===== src/rtl/uart_irq_pkg.sv =====
package uart_irq_pkg;
   localparam int SRC_N  = 7;
   localparam int IDX_W  = $clog2(SRC_N);
   localparam int CODE_W = 6;

   typedef enum logic [IDX_W-1:0] {
      SRC_LINE  = 3'd0,
      SRC_RXTO  = 3'd1,
      SRC_RXDAT = 3'd2,
      SRC_THRE  = 3'd3,
      SRC_MODEM = 3'd4,
      SRC_FLOW  = 3'd5,
      SRC_PIN   = 3'd6
   } src_e;

   localparam logic [CODE_W-1:0] CODE_NONE = 6'b000001;

   function automatic logic [CODE_W-1:0] src_code(input logic [IDX_W-1:0] idx);
      case (idx)
         SRC_LINE:  src_code = 6'b000110;
         SRC_RXTO:  src_code = 6'b001100;
         SRC_RXDAT: src_code = 6'b000100;
         SRC_THRE:  src_code = 6'b000010;
         SRC_MODEM: src_code = 6'b000000;
         SRC_FLOW:  src_code = 6'b010000;
         SRC_PIN:   src_code = 6'b100000;
         default:   src_code = CODE_NONE;
      endcase
   endfunction
endpackage


===== src/rtl/uart_irq_flag.sv =====
module uart_irq_flag #(
   parameter int W = 8
) (
   input  logic         clk,
   input  logic         rst_n,
   input  logic [W-1:0] set,
   input  logic [W-1:0] clr,
   output logic [W-1:0] q
);
   if (W < 1) begin : g_bad_w
      $error("uart_irq_flag: W must be positive");
   end

   // a set in the same cycle as a clear wins, so no event is lost
   always_ff @(posedge clk or negedge rst_n) begin
      if (!rst_n) q <= '0;
      else        q <= (q & ~clr) | set;
   end
endmodule


===== src/rtl/uart_irq_pinedge.sv =====
module uart_irq_pinedge #(
   parameter int PINS        = 2,
   parameter int SYNC_STAGES = 0
) (
   input  logic            clk,
   input  logic            rst_n,
   input  logic [PINS-1:0] pins_n,
   output logic            rise
);
   logic [PINS-1:0] cur;
   logic [PINS-1:0] prev;

   if (SYNC_STAGES < 0 || SYNC_STAGES > 4) begin : g_bad_sync
      $error("uart_irq_pinedge: SYNC_STAGES must be 0..4");
   end

   if (SYNC_STAGES == 0) begin : g_direct
      assign cur = pins_n;
   end else begin : g_sync
      logic [SYNC_STAGES-1:0][PINS-1:0] chain;
      always_ff @(posedge clk or negedge rst_n) begin
         if (!rst_n) chain <= '1;
         else begin
            chain[0] <= pins_n;
            for (int i = 1; i < SYNC_STAGES; i++) chain[i] <= chain[i-1];
         end
      end
      assign cur = chain[SYNC_STAGES-1];
   end

   // idle level is high (inactive), so reset does not fake an edge
   always_ff @(posedge clk or negedge rst_n) begin
      if (!rst_n) prev <= '1;
      else        prev <= cur;
   end

   assign rise = |(cur & ~prev);
endmodule


===== src/rtl/uart_irq_prio.sv =====
module uart_irq_prio
   import uart_irq_pkg::*;
#(
   parameter int N = SRC_N
) (
   input  logic [N-1:0]     req,
   output logic             any,
   output logic [IDX_W-1:0] sel
);
   if (N > (1 << IDX_W)) begin : g_bad_n
      $error("uart_irq_prio: N exceeds index width");
   end

   // lowest index is the highest priority
   always_comb begin
      sel = '0;
      for (int i = N - 1; i >= 0; i--) begin
         if (req[i]) sel = IDX_W'(i);
      end
   end

   assign any = |req;
endmodule


===== src/rtl/uart_irq_ident.sv =====
module uart_irq_ident
   import uart_irq_pkg::*;
#(
   parameter int SYNC_STAGES = 0
) (
   input  logic              clk,
   input  logic              rst_n,
   input  logic [SRC_N-1:0]  ier,
   input  logic              lsr_err,
   input  logic              ovr_evt,
   input  logic              rxto_evt,
   input  logic              rxdat_evt,
   input  logic              thre_evt,
   input  logic              modem_evt,
   input  logic              xoff_evt,
   input  logic              xon_evt,
   input  logic              spec_evt,
   input  logic              cts_n,
   input  logic              rts_n,
   input  logic              iir_rd,
   input  logic              lsr_rd,
   input  logic              rhr_rd,
   input  logic              thr_wr,
   input  logic              msr_rd,
   output logic              irq,
   output logic [CODE_W-1:0] iir_code
);
   localparam int FLAG_N = SRC_N + 1;
   localparam int F_OVR = 0, F_RXTO = 1, F_RXD = 2, F_THRE = 3,
                  F_MOD = 4, F_XOFF = 5, F_SPC = 6, F_PIN = 7;

   if (CODE_W != 6) begin : g_bad_code
      $error("uart_irq_ident: identification code must be 6 bits");
   end

   logic [FLAG_N-1:0] fset, fclr, flag;
   logic [SRC_N-1:0]  pend, masked;
   logic              pin_rise, any;
   logic [IDX_W-1:0]  sel;
   logic              rd_hit_thre, rd_hit_flow, rd_hit_pin;

   uart_irq_pinedge #(.PINS(2), .SYNC_STAGES(SYNC_STAGES)) u_edge (
      .clk(clk), .rst_n(rst_n), .pins_n({rts_n, cts_n}), .rise(pin_rise)
   );

   // identification read clears only the cause it reports in this cycle
   assign rd_hit_thre = iir_rd && any && (sel == SRC_THRE);
   assign rd_hit_flow = iir_rd && any && (sel == SRC_FLOW);
   assign rd_hit_pin  = iir_rd && any && (sel == SRC_PIN);

   always_comb begin
      fset = '0;
      fset[F_OVR]  = ovr_evt;
      fset[F_RXTO] = rxto_evt;
      fset[F_RXD]  = rxdat_evt;
      fset[F_THRE] = thre_evt;
      fset[F_MOD]  = modem_evt;
      fset[F_XOFF] = xoff_evt;
      fset[F_SPC]  = spec_evt;
      fset[F_PIN]  = pin_rise;

      fclr = '0;
      fclr[F_OVR]  = lsr_rd;
      fclr[F_RXTO] = rhr_rd;
      fclr[F_RXD]  = rhr_rd;
      fclr[F_THRE] = thr_wr | rd_hit_thre;
      fclr[F_MOD]  = msr_rd;
      fclr[F_XOFF] = xon_evt;
      fclr[F_SPC]  = rd_hit_flow;
      fclr[F_PIN]  = rd_hit_pin;
   end

   uart_irq_flag #(.W(FLAG_N)) u_flags (
      .clk(clk), .rst_n(rst_n), .set(fset), .clr(fclr), .q(flag)
   );

   always_comb begin
      pend = '0;
      pend[SRC_LINE]  = lsr_err | flag[F_OVR];
      pend[SRC_RXTO]  = flag[F_RXTO];
      pend[SRC_RXDAT] = flag[F_RXD];
      pend[SRC_THRE]  = flag[F_THRE];
      pend[SRC_MODEM] = flag[F_MOD];
      pend[SRC_FLOW]  = flag[F_XOFF] | flag[F_SPC];
      pend[SRC_PIN]   = flag[F_PIN];
   end

   assign masked = pend & ier;

   uart_irq_prio #(.N(SRC_N)) u_prio (
      .req(masked), .any(any), .sel(sel)
   );

   assign irq      = any;
   assign iir_code = any ? src_code(sel) : CODE_NONE;
endmodule


===== config.mk =====
export PLATFORM = sky130hd
export DESIGN_NAME = uart_irq_ident
export DESIGN_NICKNAME = d
export VERILOG_FILES = /design/src/rtl/uart_irq_pkg.sv /design/src/rtl/uart_irq_flag.sv /design/src/rtl/uart_irq_pinedge.sv /design/src/rtl/uart_irq_prio.sv /design/src/rtl/uart_irq_ident.sv
export SDC_FILE = /design/constraint.sdc
export NUM_CORES = 1
export LEC_CHECK = 0
export BUFFER_PORTS_ARGS = -buffer_cell sky130_fd_sc_hd__buf_2
export CORE_AREA = 2 2 39 41
export DETAILED_ROUTE_END_ITERATION = 8
export DIE_AREA = 0 0 41 43
export HOLD_SLACK_MARGIN = 0.02
export PLACE_DENSITY = 0.77
export SYNTH_ARGS = -nofsm -noshare
export SYNTH_HDL_FRONTEND = slang
export SYNTH_SLANG_ARGS = --single-unit

===== constraint.sdc =====
create_clock -name clk -period 1.9 [get_ports clk]
set_clock_uncertainty 0.2 [all_clocks]
set_input_delay 0.095 -clock clk [delete_from_list [all_inputs] [get_ports clk]]
set_output_delay 0.095 -clock clk [all_outputs]
set_load 0.05 [all_outputs]

==> metrics.cfg <==
[layout]
fill_cells=120
diodes=0
design_area_um2=913.4
area_delta_synth_final_pct=84.34
multiInputGateArea_um2=226.5
final-seq-area_um2=252.7
fin_nets=126
final_layout_size_suffix_gt1_share_pct=43.00

[cts]
cts_tree=built
clkTransAtPathRegs_ns=0.07
cts_root_buf=clkbuf_4
clock_path_buffers=2
cts_inserted_buffers=3
clk_latency_ns=0.26
h-tree-depth=1
post_cts_buffers=0
cts_sinks=10

[power_and_ir_drop]
power.internal_mw=0.3817
netSwitchingPower_mw=0.1535
cellPowerDensity_nw_per_um2=586.0
p_leak_nw=0.4448
max-vdd-ir-drop_v=0.0004702
pwr-share-comb_pct=27.5
seqPwrFrac_pct=44.3
clkPwrFrac_pct=28.2
p_sw_share_pct=28.68

[routing]
drt-wirelength-per-cell_um=12.10
drc_errors=0
drt_pass1_iterations=4
vias_per_cell=4.698
ant_nets=0
drt_iter0_drc=9
wirelength_mm=1.404
via_count=545

[synthesis]
yosysTopAreaCellShare_pct=40.40
ys_warn_count=0
synth_common_cells=8 x dfrtp_1, 7 x inv_1, 5 x a21o_1
synth_cells=45
ys_seq_elements=10
ys_seq_area_share_pct=51.01
yosysMostFrequentCell=dfrtp_1
synth-async-reset-ratio_pct=100.0
post-synth-top-area-cell=dfrtp_1
synth_area_um2=495.5
syn_avg_cell_area_um2=11.01
synth_fp_nets=70
synthTopCellsByArea=dfrtp_1 40%, dfstp_2 11%, a21o_1 7.6%, inv_1 5.3%, a22oi_4 4.3%
yosys.cell_types.count=23
synth_flop_cell=dfrtp_1
synth_edf_count=0

[placement]
dpl.hpwl_um=952.3
port_buffers=31
gp_congestion=0.7320
postPlaceCellArea_um2=680.7

[sta]
maxSlewHeadroom_pct=73.54
slew_violations=0
setup_viol_count_final=0
tightestPinTransition_ns=0.3928
hold-worst-slack_ns=0.02742
max_freq_mhz=556.5
finalHoldViolCount=0
finalCritPeriodShare_pct=94.57
setup-tns-final_ns=0
rsz0062_at_grt=no
period_minus_slack_ns=1.797

[critical_path]
start_kind=input pin
cp_slowest_cell=dlygate4sd3_1
crit_type=input pin to output port
critical_path.top_delay_family=buffers and inverters
max_stage_delay_ns=0.54
critPathRequiredTime_ns=1.60
cp_num_buf_inv=3
cp.arrival_ns=1.50
crit_chain=dlygate4sd3_1 > buf_2 > a22oi_2 > nand3_4 > nand3b_1 > buf_2
cp_max_fo=6
cpMostUsedCell=buf_2
worst_setup_path_end_kind=output port

[floorplanning]
num_io_pins=32
core_region_area_um2=1384
die-area_um2=1763
row_count=14
die_h_um=43
die_w_um=41
initial_core_util_pct=35.80

[run_status]
outcome=completed

[global_route]
grt_max_degree=11
grt_util_met3_pct=4.712
grt_usage_pct=18.23
grt_antenna_before_repair=0
grt-busiest-layer=met2
grt_pass1_vias=549
grt_pass1_wl_mm=2.125
globalRouteMet2Util_pct=34.38
grt_overflow_total=0
grtUsageMet1_pct=17.17

[run]
drv_cap=0

[min_path]
min_path_type=input pin to asynchronous set/reset pin

-- stage by stage --
stage	worst slack (ns)	cells	utilization [%]	power, mW
6_report	0.1031	116	66.00	0.5352
5_1_grt	0.01365	116	66.00	0.5682
4_1_cts	0.01811	116	65.55	0.5386
3_5_place_dp	0.3192	92	49.19	0.3527
3_3_place_gp	0.3751	92	49.19	0.3493
2_1_floorplan	0.1551	45	-	0.3052
-- cells in the final DEF (no fill, tap or decap) --
master,instances
o22a_1,1
o21ai_0,1
a31o_2,1
dlygate4sd3_1,20
a22oi_2,1
o21ai_2,1
nor3_2,1
o32a_1,1
buf_2,30
o221ai_1,1
nor3b_2,1
clkbuf_4,3
nand3b_1,2
o22ai_1,1
a22oi_4,1
nor2_1,1
inv_1,7
nand3_1,1
a21o_1,5
nand2_1,4
nand3_4,1
dfrtp_1,8
clkbuf_1,1
dfstp_2,2
o21a_1,1
buf_6,1
nand4_1,1
and3_1,1
-- cell type report --
class | instances | share of cell area (%)
timing repair buffer | 51 | 39.59
sequential | 10 | 27.67
multi-input combinational | 28 | 24.79
clock buffer | 4 | 2.877
inverter | 7 | 2.877
tap | 16 | 2.192
-- path summary, 6_finish.rpt --
path,depth (start not counted),to,slack (ns),from
max,6,irq,0.10,ier[3]
min,2,u_flags.q[7]$_DFF_PN0_,0.03,rst_n
max reg2reg,3,u_flags.q[7]$_DFF_PN0_,0.29,u_flags.q[5]$_DFF_PN0_
min reg2reg,1,u_flags.q[7]$_DFF_PN0_,0.30,u_flags.q[7]$_DFF_PN0_
max in group asynchronous,2,u_edge.prev[1]$_DFF_PN1_,1.21,rst_n
min in group clk,4,u_flags.q[6]$_DFF_PN0_,0.06,ier[2]
-- cells by family after synthesis --
group,after synthesis,share of synthesized area (%)
compound gates,15,27.27
buf+inv,7,5.304
flops,10,51.01
simple gates,13,16.41
-- routing by layer --
layer	share of wire, %	vias up
met4	0.57	0
met2	59	21
met3	5.2	4
met5	0	-
met1	35	247
li1	-	273
-- flip-flops by register name, indices dropped and copies added (netlist names) --
name and count:
u_edge.prev 2, u_flags.q 8
-- repair_timing --
| item | 4_1_cts | 5_1_grt |
|---|---|---|
| setup endpoints to repair | 0 | 1 |
| hold endpoints to repair | 20 | 0 |
| hold buffers | 20 | 0 |
| resized for setup | 0 | 3 |
-- power by group through the flow --
| stage | clock (mW) | sequential (mW) | combinational, mW |
|---|---|---|---|
| floorplan | 0 | 0.238 | 0.0668 |
| global placement | 0 | 0.240 | 0.110 |
| detailed placement | 0 | 0.241 | 0.112 |
| CTS | 0.155 | 0.237 | 0.146 |
| global route | 0.170 | 0.239 | 0.159 |
| finish | 0.151 | 0.237 | 0.147 |
(Power assumes the default switching activity.)
